--- src/rtl/mfidx_pkg.sv ---
// Shared constants and types for the micro-frame index unit.
// Assumes a register write port with a 2-bit address.
package mfidx_pkg;

    localparam int IDX_W     = 14;
    localparam int CODE_W    = 3;
    localparam int DATA_W    = 16;
    localparam int NUM_FLAGS = 2;
    localparam int FLAG_SOF  = 0;
    localparam int FLAG_ROLL = 1;

    typedef enum logic [1:0] {
        ADDR_IDX  = 2'd0,
        ADDR_STAT = 2'd1,
        ADDR_IEN  = 2'd2
    } reg_addr_e;

endpackage

--- src/rtl/mfidx_sel.sv ---
// Watched-bit toggle detector.
// For each size code it checks whether index bit (IDX_W-1-code) differs
// between the current and the next index, then picks the result for the
// programmed code. Assumes IDX_W is at least 2**CODE_W.
module mfidx_sel #(
    parameter int IDX_W  = 14,
    parameter int CODE_W = 3
) (
    input  logic [CODE_W-1:0] size_code,
    input  logic [IDX_W-1:0]  cur_idx,
    input  logic [IDX_W-1:0]  nxt_idx,
    output logic              toggled
);

    localparam int NUM_CODES = 1 << CODE_W;

    logic [NUM_CODES-1:0] tog_by_code;

    // One toggle test per size code.
    for (genvar c = 0; c < NUM_CODES; c++) begin : g_code
        localparam int BIT = IDX_W - 1 - c;
        assign tog_by_code[c] = cur_idx[BIT] ^ nxt_idx[BIT];
    end

    // Pick the toggle test that belongs to the programmed list size.
    always_comb begin
        toggled = tog_by_code[size_code];
    end

endmodule

--- src/rtl/mfidx_count.sv ---
// Micro-frame index register.
// Advances by one on a tick while running. It accepts a software load only
// while halted. It reports an advance pulse, and a rollover event when the
// advance flips the list-size bit. Assumes a synchronous active-low reset.
module mfidx_count #(
    parameter int IDX_W  = 14,
    parameter int CODE_W = 3
) (
    input  logic              clk,
    input  logic              rst_n,
    input  logic              mf_tick,
    input  logic              run_en,
    input  logic [CODE_W-1:0] size_code,
    input  logic              idx_wr,
    input  logic [IDX_W-1:0]  idx_wdata,
    output logic [IDX_W-1:0]  idx,
    output logic              adv,
    output logic              roll_evt
);

    logic [IDX_W-1:0] idx_inc;
    logic             bit_tog;

    // Advance condition and incremented index.
    always_comb begin
        adv     = mf_tick & run_en;
        idx_inc = idx + IDX_W'(1);
    end

    mfidx_sel #(
        .IDX_W  (IDX_W),
        .CODE_W (CODE_W)
    ) u_sel (
        .size_code (size_code),
        .cur_idx   (idx),
        .nxt_idx   (idx_inc),
        .toggled   (bit_tog)
    );

    // A rollover counts only when an advance flips the watched bit.
    always_comb begin
        roll_evt = adv & bit_tog;
    end

    // Index register: advance while running, load only while halted.
    always_ff @(posedge clk) begin
        if (!rst_n) begin
            idx <= '0;
        end else if (adv) begin
            idx <= idx_inc;
        end else if (idx_wr && !run_en) begin
            idx <= idx_wdata;
        end
    end

    AST_STEP_ONE: assert property (@(posedge clk) disable iff (!rst_n)
        (mf_tick && run_en) |=> (idx == $past(idx) + IDX_W'(1)));

    AST_HOLD_HALTED: assert property (@(posedge clk) disable iff (!rst_n)
        (!run_en && !idx_wr) |=> $stable(idx));

    AST_NO_LOAD_RUNNING: assert property (@(posedge clk) disable iff (!rst_n)
        (run_en && !mf_tick) |=> $stable(idx));

endmodule

--- src/rtl/mfidx_flags.sv ---
// Status flags with write-one-to-clear and per-flag interrupt enables.
// An event that sets a flag wins over a clear in the same cycle.
// Assumes set events arrive as single-cycle pulses.
module mfidx_flags #(
    parameter int NUM_FLAGS = 2
) (
    input  logic                 clk,
    input  logic                 rst_n,
    input  logic [NUM_FLAGS-1:0] set_evt,
    input  logic                 clr_wr,
    input  logic                 ien_wr,
    input  logic [NUM_FLAGS-1:0] wdata,
    output logic [NUM_FLAGS-1:0] flags,
    output logic                 irq
);

    logic [NUM_FLAGS-1:0] ien;
    logic [NUM_FLAGS-1:0] clr_req;

    // Per-flag clear request from a status write.
    always_comb begin
        clr_req = {NUM_FLAGS{clr_wr}} & wdata;
    end

    for (genvar i = 0; i < NUM_FLAGS; i++) begin : g_flag
        // One status bit: set has priority over clear.
        always_ff @(posedge clk) begin
            if (!rst_n) begin
                flags[i] <= 1'b0;
            end else if (set_evt[i]) begin
                flags[i] <= 1'b1;
            end else if (clr_req[i]) begin
                flags[i] <= 1'b0;
            end
        end

        AST_SET_STICKS: assert property (@(posedge clk) disable iff (!rst_n)
            set_evt[i] |=> flags[i]);

        AST_CLR_TAKES: assert property (@(posedge clk) disable iff (!rst_n)
            (clr_req[i] && !set_evt[i]) |=> !flags[i]);

        AST_RISE_NEEDS_SET: assert property (@(posedge clk) disable iff (!rst_n)
            $rose(flags[i]) |-> $past(set_evt[i]));
    end

    // Interrupt enable register.
    always_ff @(posedge clk) begin
        if (!rst_n) begin
            ien <= '0;
        end else if (ien_wr) begin
            ien <= wdata;
        end
    end

    // Interrupt: any flag that is both set and enabled.
    always_comb begin
        irq = |(flags & ien);
    end

endmodule

--- src/rtl/mfidx_unit.sv ---
// Top of the micro-frame index unit.
// Decodes the register write port, connects the index counter to the
// status flags, and drives the halted indication. Assumes mf_tick is a
// single-cycle strobe synchronous to clk.
module mfidx_unit
    import mfidx_pkg::*;
(
    input  logic              clk,
    input  logic              rst_n,
    input  logic              mf_tick,
    input  logic              run_en,
    input  logic [CODE_W-1:0] size_code,
    input  logic              wr_en,
    input  logic [1:0]        wr_addr,
    input  logic [DATA_W-1:0] wr_data,
    output logic [IDX_W-1:0]  frame_idx,
    output logic              sof_flag,
    output logic              roll_flag,
    output logic              halted,
    output logic              irq
);

    logic                 idx_wr;
    logic                 stat_wr;
    logic                 ien_wr;
    logic                 adv;
    logic                 roll_evt;
    logic [NUM_FLAGS-1:0] set_evt;
    logic [NUM_FLAGS-1:0] flags;

    // Write address decode.
    always_comb begin
        idx_wr  = wr_en && (wr_addr == ADDR_IDX);
        stat_wr = wr_en && (wr_addr == ADDR_STAT);
        ien_wr  = wr_en && (wr_addr == ADDR_IEN);
    end

    mfidx_count #(
        .IDX_W  (IDX_W),
        .CODE_W (CODE_W)
    ) u_count (
        .clk       (clk),
        .rst_n     (rst_n),
        .mf_tick   (mf_tick),
        .run_en    (run_en),
        .size_code (size_code),
        .idx_wr    (idx_wr),
        .idx_wdata (wr_data[IDX_W-1:0]),
        .idx       (frame_idx),
        .adv       (adv),
        .roll_evt  (roll_evt)
    );

    // Map counter events onto status flag positions.
    always_comb begin
        set_evt            = '0;
        set_evt[FLAG_SOF]  = adv;
        set_evt[FLAG_ROLL] = roll_evt;
    end

    mfidx_flags #(
        .NUM_FLAGS (NUM_FLAGS)
    ) u_flags (
        .clk     (clk),
        .rst_n   (rst_n),
        .set_evt (set_evt),
        .clr_wr  (stat_wr),
        .ien_wr  (ien_wr),
        .wdata   (wr_data[NUM_FLAGS-1:0]),
        .flags   (flags),
        .irq     (irq)
    );

    // Status outputs and halted indication.
    always_comb begin
        sof_flag  = flags[FLAG_SOF];
        roll_flag = flags[FLAG_ROLL];
        halted    = !run_en;
    end

    AST_SOF_EACH_ADV: assert property (@(posedge clk) disable iff (!rst_n)
        (mf_tick && run_en) |=> sof_flag);

    AST_HALT_NO_FLAG: assert property (@(posedge clk) disable iff (!rst_n)
        (!run_en && !wr_en) |=> ($stable(sof_flag) && $stable(roll_flag)));

endmodule

--- config.mk ---
export PLATFORM = sky130hd
export DESIGN_NAME = mfidx_unit
export DESIGN_NICKNAME = d
export VERILOG_FILES = /design/src/rtl/mfidx_pkg.sv /design/src/rtl/mfidx_sel.sv /design/src/rtl/mfidx_count.sv /design/src/rtl/mfidx_flags.sv /design/src/rtl/mfidx_unit.sv
export SDC_FILE = /design/constraint.sdc
export NUM_CORES = 1
export LEC_CHECK = 0
export ABC_AREA = 1
export BUFFER_PORTS_ARGS = -buffer_cell sky130_fd_sc_hd__clkbuf_2
export CAP_MARGIN = 40
export CORE_ASPECT_RATIO = 1.75
export CORE_MARGIN = 2
export CORE_UTILIZATION = 31
export DETAILED_ROUTE_END_ITERATION = 16
export PLACE_DENSITY = 0.67
export SYNTH_ARGS = -nofsm -noshare
export SYNTH_HDL_FRONTEND = slang
export SYNTH_SLANG_ARGS = --single-unit
--- constraint.sdc ---
create_clock -name clk -period 2.7 [get_ports clk]
set_input_delay 0.135 -clock clk [delete_from_list [all_inputs] [get_ports clk]]
set_output_delay 0.135 -clock clk [all_outputs]
set_load 0.02 [all_outputs]
==> summary.txt, run 1 <==
Clock network
  – Clock buffer depth: 2
  – Clock transition at path regs: 0.07 ns
  – # resized after CTS: 0
  – Total CTS buffers: 3
  – H-tree Lvls: 1
  – Post-CTS setup buffers: 0
  – Clock Sinks: 18
  – CTS tree: built
  – CTS hold repair buffers: 0
  – Worst skew pair latency: about 0.26 ns
  – Root Driver: clkbuf_8

Power and ir drop
  – Power density over the cells: 421 nW/um^2
  – NetSw: 0.000162 W
  – Int Power: 0.000441 W
  – Max IR drop VDD: a little under 0.0003 V
  – Clock Power Share: 37.3%
  – Sequential cell fraction of total power: roughly 48%
  – Sw Ratio: 26.8%
  – Static Leakage: 0.678 nW
  – Combinational share of power: between 10% and 20%

Global route
  – Remaining Overflow, GRT: 0
  – Vias in the first global route: 1310
  – Antenna violations before repair: 0
  – Largest net degree at the start of global routing: 16
  – Gr usage total: 16.6%
  – First-pass GRT wire length: 5530 um

Setup path
  – CP Max Fanout: 10
  – Crit-path leading delay family: simple AND/OR/NAND/NOR gates
  – CP max-delay cell: dfxtp_1
  – Critical path's most frequent cell: nand2_1
  – Crit path cell chain: ha_1 -> nand2_1 -> nor2_4 -> nand3_1 -> nand3_1 -> nand2_1 -> a21oi_1 -> nand2_1 -> a21oi_2
  – CP Capture Type: register
  – Crit path kind: register to register
  – CP startpoint kind: register
  – Worst path bufs/invs: 0
  – Crit path arrival time: 1.81 ns
  – CP peak stage delay: 0.41 ns
  – Req. time, crit path: 2.90 ns

Synth
  – Register bit count reported by yosys: 18
  – Prevailing post-synth register cell: dfxtp_1
  – Asr flop ratio synth: 0%
  – Synthesized area: approximately 1100 um^2
  – Net Count, Synth: 201
  – Distinct cells, synth: 27
  – Post-Syn Area per Cell: 6.49 um^2
  – Syn. warnings: 0
  – Post-synthesis sequential area ratio: roughly a third
  – Mapped Cells: 174
  – Number of synthesized flops with an enable pin: 0

Routing
  – Vias per inst: slightly below 5
  – DRT met1 WL: 1230 um
  – Met2 WL: 1620 um
  – Routed vias: 1281
  – Met3 WL: 119 um
  – Drt wl/cell: approximately 12 um
  – Drt pass-1 iters: 4
  – DRT iter0 DRCs: 18
  – Final wirelength: around 3100 um
  – Highest Signal Layer: met4
  – DRC viols: 0
  – Antenna Nets Post-Route: 0

STA
  – Slew headroom: 69.7%
  – WHS: roughly 0.14 ns
  – Final Worst Setup Slack: roughly 1.1 ns
  – Fmax: ~620 MHz
  – Final Skew: 0.00444 ns
  – RSZ-0062 raised after global routing: no
  – Fin. max-slew vios: 0
  – Setup Viol. Count Final: 0
  – Setup Total Neg Slack: 0 ns
  – Final min period: 1.61 ns
  – Final period util: 59.6%
  – Fin. Hold Viols: 0
  – Slew @ Worst Pin: 0.451 ns

Min path
  – HP Class: primary input to register

Cells and area
  – Fin nets: 245
  – Fillers: 431
  – Area growth from synthesis to layout: 26.7%
  – Inserted Diodes: 0
  – Share of cells above drive strength 1: 24.9%

Job
  – Max_cap viols: 0

Floorplanning
  – Initial Util: 31.8%
  – Ports: 44
  – Num rows: 29
  – Core area: 3560 um^2
  – Die area: about 4200 um^2
  – Die Ht: between 80 and 90 um
  – Die width: 49.6 um

Placed design
  – PortBufs: about 40
  – DP Wirelength: about 2500 um
  – RePlAce Congestion: 0.934
  – Dpl ws: 1.11 ns

Status
  – Status: completed
[stage by stage]
step / util, % / instances / area (um^2) / power, W
4_1_cts: 40.3 / 263 / 1430 / 0.000605
5_1_grt: 40.3 / 263 / 1430 / 0.000628
3_3_place_gp: 38.7 / 259 / 1380 / 0.000383
2_1_floorplan: - / 174 / 1130 / 0.000344
6_report: 40.3 / 263 / 1430 / 0.000603
3_5_place_dp: 38.7 / 259 / 1380 / 0.000385
[registers in the layout, summed over array words and instances, names as in the netlist]
signal and count:
u_count.idx 14, u_flags.flags 2, u_flags.ien 2
[layout by cell type, fill, tap and decap left out]
cell / synthesis / layout
nand2_1: 41 / 41
clkbuf_2: 0 / 41
inv_1: 27 / 27
nand3_1: 20 / 20
nor2_1: 19 / 19
dfxtp_1: 18 / 18
o21ai_0: 8 / 8
nand4_1: 5 / 5
a21oi_1: 5 / 5
a31oi_1: 5 / 5
o221ai_1: 4 / 4
clkbuf_8: 0 / 4
nor2_4: 3 / 3
a22o_1: 2 / 2
nand2_2: 2 / 2
nand3_2: 2 / 2
or2_0: 1 / 1
clkinv_1: 1 / 1
o21ai_1: 1 / 1
nor2_2: 1 / 1
o211ai_1: 1 / 1
nor4_1: 1 / 1
nand3b_1: 1 / 1
a21oi_2: 1 / 1
xor2_1: 1 / 1
o21a_1: 1 / 1
ha_1: 1 / 1
[synthesized netlist by cell type (all sizes together) (2+ instances only)]
| cell type | n | area [um^2] |
|---|---|---|
| nand4 | 5 | 31.3 |
| o21ai | 9 | 45.0 |
| nand2 | 43 | 166 |
| a22o | 2 | 17.5 |
| nand3 | 22 | 120 |
| nor2 | 23 | 111 |
| a21oi | 6 | 33.8 |
| dfxtp | 18 | 360 |
| inv | 27 | 101 |
| buf | 2 | 16.3 |
| o221ai | 4 | 35.0 |
| a31oi | 5 | 31.3 |
[power by group through the flow]
stage               clock network (W)  logic (W)  registers (W)
global route                 0.000236   0.000102       0.000290
floorplan                           0  0.0000418       0.000303
finish                       0.000225  0.0000899       0.000288
global placement                    0  0.0000891       0.000294
CTS                          0.000226  0.0000907       0.000288
detailed placement                  0  0.0000904       0.000294
[final timing paths]
| kind | from | endpoint | slack, ns | cells past startpoint |
|---|---|---|---|---|
| max reg2reg | u_count.idx[1] | u_flags.flags[1] | 1.09 | 9 |
| min | wr_data[3] | u_count.idx[3] | 0.14 | 3 |
| min reg2reg | u_flags.ien[0] | u_flags.ien[0] | 0.48 | 2 |
| max | u_count.idx[1] | u_flags.flags[1] | 1.09 | 9 |
[metal layers]
layer / global-route usage (%) / vias to the layer above
li1: - / 661
met2: 30.3 / 36
met5: 0 / -
met3: 2.51 / 7
met4: 7.83 / 0
met1: 18.0 / 577
[final cells by class]
class	count	area (um^2)	share of cell area, %
multi-input cells	126	648	45.3
flip-flops and latches	18	360	25.2
repair buffers	41	205	14.3
inverters	28	105	7.34
well taps	46	57.6	4.02
clock buffers	4	55.1	3.85
[cells by family (layout without fill, tap and decap cells)]
logic type	Yosys count	in the layout	share of synthesized area (%)
xor gates and xnor gates	1	1	0.775
buffers and inverters	30	73	10.7
adders and majority gates	1	1	1.11
AOI/OAI and AO/OA	28	28	15.7
DFF	18	18	31.9
and+or+nand+nor	96	96	39.8
[worst reg2reg max path: cells and delay by family, from the launching register on]
kind / cells / cell delay (ns)
flops: 1 / 0.41
fa+ha+maj: 1 / 0.20
compound gates: 2 / 0.22
simple gates: 6 / 0.73
Power figures use the tool's default switching activity.
==> inputs of run 2 (changes only) <==
==> constraint.sdc (replaced) <==
create_clock -name clk -period 1.5 [get_ports clk]
set_input_delay 0.075 -clock clk [delete_from_list [all_inputs] [get_ports clk]]
set_output_delay 0.075 -clock clk [all_outputs]
set_load 0.02 [all_outputs]
==> summary.txt, run 2 (synthesis gave the netlist of run 1 again) <==
Status
  – Status: completed

Clock network
  – Root Driver: clkbuf_8
  – Clock buffer depth: 2
  – H-tree Lvls: 1
  – Worst skew pair latency: 0.25 ns
  – CTS tree: built
  – CTS hold repair buffers: 0
  – Clock Sinks: 18
  – Total CTS buffers: 3
  – Clock transition at path regs: 0.07 ns

Routing
  – DRT iter0 DRCs: 31
  – Drt wl/cell: 12.3 um
  – Final wirelength: 3410 um
  – Drt pass-1 iters: 4
  – Vias per inst: 5.02
  – DRC viols: 0
  – Antenna Nets Post-Route: 0
  – Routed vias: 1395

Cells and area
  – Area growth from synthesis to layout: 43.1%
  – Fin nets: 260
  – Max reg flops: 14
  – Most common cell after layout, fill and taps aside: clkbuf_2
  – Largest Register: u_count.idx
  – Largest regs: u_count.idx x14, u_flags.flags x2, u_flags.ien x2
  – Design area: 1620 um^2
  – Share of cells above drive strength 1: 37.9%
  – Most frequent cells in the layout: 41 x clkbuf_2, 39 x nand2_1, 27 x inv_1, 18 x nand3_1, 17 x nor2_1
  – Inserted Diodes: 0

Setup path
  – Req. time, crit path: 1.70 ns
  – Critical R2R Capture: u_flags.flags[1]
  – Crit path capture: u_flags.flags[1]
  – Critical Path Start: u_count.idx[1]
  – CP startpoint kind: register
  – CP Capture Type: register
  – Crit path arrival time: 1.63 ns
  – Crit path kind: register to register
  – Reg2reg setup slack: 0.06 ns
  – Reg-to-Reg Start: u_count.idx[1]
  – CP Max Fanout: 5
  – Worst reg-to-reg path cell count: 9

Power and ir drop
  – Max IR drop VDD: 0.000385 V
  – Static Leakage: slightly below 0.8 nW
  – Power density over the cells: 686 nW/um^2

STA
  – Final Skew: 0.00105 ns
  – Slew @ Worst Pin: around 0.34 ns
  – Setup Viol. Count Final: 0
  – Fin. max-slew vios: 0
  – Final Worst Setup Slack: 0.0628 ns
  – Fin. Hold Viols: 0
  – Final period util: 95.8%
  – Final min period: approximately 1.4 ns
  – RSZ-0062 raised after global routing: yes
  – Slew headroom: 77.3%
  – Fmax: 696 MHz
  – Setup Total Neg Slack: 0 ns

Global route
  – Largest net degree at the start of global routing: 14
  – Gr usage total: around 17%
  – Antenna violations before repair: 0
  – Remaining Overflow, GRT: 0
  – Vias in the first global route: approximately 1400
  – First-pass GRT wire length: 5620 um

Placed design
  – Placed inst area: 1460 um^2
  – DP Wirelength: 2700 um
  – Dpl ws: -0.0858 ns
  – PortBufs: slightly above 40
  – RePlAce Congestion: 0.892

Floorplanning
  – Die Ht: 83.9 um
  – Core area: 3560 um^2
  – Ports: 44
  – Die area: 4160 um^2
  – Num rows: 29
  – Initial Util: between 30% and 40%
  – Die width: 49.6 um

Min path
  – HP Class: primary input to register

Job
  – Max_cap viols: 0
-- run 2: cell count changes in the layout (fill, tap and decap cells not counted), sizes merged --
cell | before | now
buf | 0 | 14
nor2 | 23 | 24
-- run 2: per-layer routing --
layer	up-vias	GRT usage, %	share of wire (%)
met2	49	30.1	53
met3	15	2.51	4.3
met5	-	0	0
li1	695	-	-
met1	636	17.8	38
met4	0	11.4	4.3
-- run 2: power breakdown --
| part | internal, W | switching (W) |
|---|---|---|
| clock network | 0.000233 | 0.000171 |
| registers | 0.000497 | 0.0000222 |
| logic | 0.0000773 | 0.000107 |
| total | 0.000808 | 0.000301 |
-- run 2: cell type report --
type                            instances  area (um^2)
Multi-Input combinational cell        127          707
Timing Repair Buffer                   55          310
Sequential cell                        18          382
Tap cell                               46         57.6
Fill cell                             425         1940
Inverter                               28          105
Clock buffer                            4         55.1
-- run 2: worst min path at each step --
stage	start	to	slack, ns	cells after the start
floorplan	rst_n	u_count.idx[2]	0.21	2
global placement	wr_data[3]	u_count.idx[3]	0.35	3
detailed placement	wr_data[3]	u_count.idx[3]	0.35	3
CTS	wr_data[3]	u_count.idx[3]	0.08	3
global route	wr_data[3]	u_count.idx[3]	0.08	3
finish	wr_data[3]	u_count.idx[3]	0.07	3
-- run 2: repair_timing --
action,4_1_cts,5_1_grt
setup endpoints to repair,2,7
setup buffers,0,3
pin swaps,0,4
gates resized for setup,1,22
gates cloned,0,1
-- run 2: metrics by stage --
stage          utilization (%)  cells  hold slack [ns]  total power [W]
6_report                  45.5    278           0.0660          0.00111
5_1_grt                   45.5    278           0.0768          0.00117
4_1_cts                   42.8    274           0.0757          0.00111
3_5_place_dp              41.1    270            0.352         0.000705
3_3_place_gp              41.1    270            0.354         0.000703
2_1_floorplan                -    174            0.213         0.000621
-- run 2: worst max-delay path, stage by stage, from the launching register on --
cell and delay [ns]:
dfxtp_4 0.38, ha_4 0.15, nand2_4 0.07, nor2_4 0.17
nand3_1 0.09, nand3_1 0.10, nand2_1 0.08, a21oi_1 0.12
nand2_1 0.10, a21oi_2 0.12
==> inputs of run 3 (changes only) <==
--- a/config.mk
+++ b/config.mk
@@ -9,7 +9,6 @@
 export BUFFER_PORTS_ARGS = -buffer_cell sky130_fd_sc_hd__clkbuf_2
 export CAP_MARGIN = 40
 export CORE_ASPECT_RATIO = 1.75
-export CORE_MARGIN = 2
 export CORE_UTILIZATION = 31
 export DETAILED_ROUTE_END_ITERATION = 16
 export PLACE_DENSITY = 0.67
==> summary.txt, run 3 (synthesis gave the netlist of run 1 again) <==
Status
  – Status: completed

Setup path
  – CP max-delay cell: dfxtp_4
  – Crit path capture: u_flags.flags[1]
  – Critical path's most frequent cell: nand2_1
  – Crit path arrival time: 1.63 ns
  – Worst reg-to-reg path cell count: 10
  – Reg-to-Reg Start: u_count.idx[1]
  – Req. time, crit path: about 1.7 ns
  – Crit-path leading delay family: simple AND/OR/NAND/NOR gates
  – CP peak stage delay: roughly 0.40 ns
  – CP Capture Type: register
  – Critical Path Start: u_count.idx[1]
  – CP Max Fanout: 8
  – Crit path kind: register to register
  – Reg2reg setup slack: 0.06 ns
  – Worst path bufs/invs: 1
  – CP startpoint kind: register
  – Crit. path cell count: 10
  – Critical R2R Capture: u_flags.flags[1]
  – Crit path cell chain: ha_4 -> nand2_4 -> nor2_4 -> buf_6 -> nand4_1 -> nand3_1 -> nand2_1 -> nand2_1 -> nand2_2 -> a21oi_2

Placed design
  – RePlAce Congestion: 0.925
  – PortBufs: 41
  – DP Wirelength: 2590 um

Min path
  – HP Class: primary input to register

Cells and area
  – Largest Register: u_count.idx
  – Fin nets: ~260
  – Multi-input gate area: 712 um^2
  – Most frequent cells in the layout: 41 x clkbuf_2, 39 x nand2_1, 27 x inv_1, 18 x nand3_1
  – Seq. cell area: between 300 and 400 um^2
  – Largest regs: u_count.idx x14, u_flags.flags x2, u_flags.ien x2
  – Most common cell after layout, fill and taps aside: clkbuf_2
  – Final Util: 47.8%
  – Fillers: ~400
  – Area growth from synthesis to layout: 45.3%
  – Max reg flops: 14
  – Share of cells above drive strength 1: 37.0%
  – Inserted Diodes: 0

Floorplanning
  – Die area: 3900 um^2
  – Initial Util: between 30% and 40%
  – Die width: between 40 and 50 um
  – Die Ht: between 80 and 90 um
  – Num rows: 28
  – Core area: 3430 um^2
  – Ports: 44

Clock network
  – H-tree Lvls: 1
  – Clock buffer depth: 2
  – Clock Sinks: 18
  – Root Driver: clkbuf_8
  – Total CTS buffers: 3
  – CTS hold repair buffers: 0
  – Worst skew pair latency: between 0.2 and 0.3 ns
  – CTS tree: built
  – Clock transition at path regs: 0.07 ns

Routing
  – Drt wl/cell: 12.0 um
  – Antenna Nets Post-Route: 0
  – Vias per inst: 4.85
  – Routed vias: 1359
  – DRC viols: 0
  – Final wirelength: approximately 3400 um
  – DRT iter0 DRCs: 23
  – Drt pass-1 iters: 4

STA
  – Final period util: between 90% and 100%
  – RSZ-0062 raised after global routing: yes
  – Final Skew: 0.00166 ns
  – Fin. Hold Viols: 0
  – Setup Viol. Count Final: 0
  – Slew headroom: 78.7%
  – Final min period: 1.44 ns
  – Fin. max-slew vios: 0
  – Fmax: a little under 700 MHz
  – WHS: between 0.08 and 0.09 ns
  – Slew @ Worst Pin: roughly 0.32 ns

Power and ir drop
  – Clock Power Share: around a third
  – Sw Ratio: 27.8%
  – Max IR drop VDD: ~0.00048 V
  – Int Power: 0.000757 W
  – Static Leakage: 0.781 nW
  – NetSw: 0.000292 W
  – Power density over the cells: 639 nW/um^2
  – Combinational share of power: 18.4%
  – Sequential cell fraction of total power: around 50%
  – Pwr Total: 0.00105 W

Global route
  – Antenna violations before repair: 0
  – Largest net degree at the start of global routing: 14
  – Gr usage total: 18.7%
  – First-pass GRT wire length: approximately 5200 um
  – Remaining Overflow, GRT: 0
  – Vias in the first global route: 1259

Job
  – Max_cap viols: 0
-- run 3: through the flow --
stage / instance area (um^2) / setup WS [ns] / TNS, ns / instances
floorplan: 1130 / 0.0604 / 0 / 174
global placement: 1480 / -0.0248 / -0.0248 / 271
detailed placement: 1480 / -0.0333 / -0.0333 / 271
CTS: 1520 / 0.0147 / 0 / 274
global route: 1640 / -0.0433 / -0.136 / 280
finish: 1640 / 0.0611 / 0 / 280
-- run 3: routing by layer --
| metal | share of wire, % | track usage [%] | wire, um | vias up |
|---|---|---|---|---|
| li1 | - | - | - | 696 |
| met1 | 42 | 22.2 | 1390 | 628 |
| met2 | 54 | 32.3 | 1810 | 31 |
| met3 | 2.6 | 1.32 | 86 | 4 |
| met4 | 1.7 | 9.17 | 57 | 0 |
| met5 | 0 | 0 | 0 | - |
-- run 3: timing repair --
action | CTS | global route
setup buffers | 0 | 6
pin swaps | 0 | 12
gates resized for setup | 1 | 24
endpoints found under the setup margin | 1 | 7
gates cloned | 0 | 0
endpoints found under the hold margin | 0 | 0
-- run 3: power groups by stage --
| stage | sequential (W) | combinational, W | clock [W] |
|---|---|---|---|
| finish | 0.000520 | 0.000193 | 0.000336 |
| global route | 0.000523 | 0.000214 | 0.000365 |
| CTS | 0.000515 | 0.000180 | 0.000346 |
| detailed placement | 0.000526 | 0.000180 | 0 |
| global placement | 0.000526 | 0.000178 | 0 |
| floorplan | 0.000546 | 0.0000752 | 0 |
-- run 3: how the worst min path moves through the flow --
| stage | slack, ns | end | startpoint | depth (start not counted) |
|---|---|---|---|---|
| after global routing | 0.11 | u_count.idx[0] | wr_data[0] | 3 |
| after CTS | 0.09 | u_count.idx[0] | wr_data[0] | 3 |
| after floorplan | 0.21 | u_count.idx[2] | rst_n | 2 |
| after detailed placement | 0.36 | u_count.idx[0] | wr_data[0] | 3 |
| after global placement | 0.36 | u_count.idx[3] | wr_data[3] | 3 |
| final | 0.09 | u_count.idx[0] | wr_data[0] | 3 |
-- run 3: tightest hold or removal path: cells and delay by family --
| kind | cells | cell delay [ns] |
|---|---|---|
| simple gates | 1 | 0.06 |
| buf+inv | 1 | 0.09 |
| compound gates | 1 | 0.07 |
-- run 3: area by class of cell --
cell class | count | area share (%)
sequential | 18 | 22.6
inverter | 28 | 6.40
timing repair buffer | 60 | 21.6
tap | 45 | 3.43
multi-input combinational | 126 | 43.4
clock buffer | 3 | 2.52
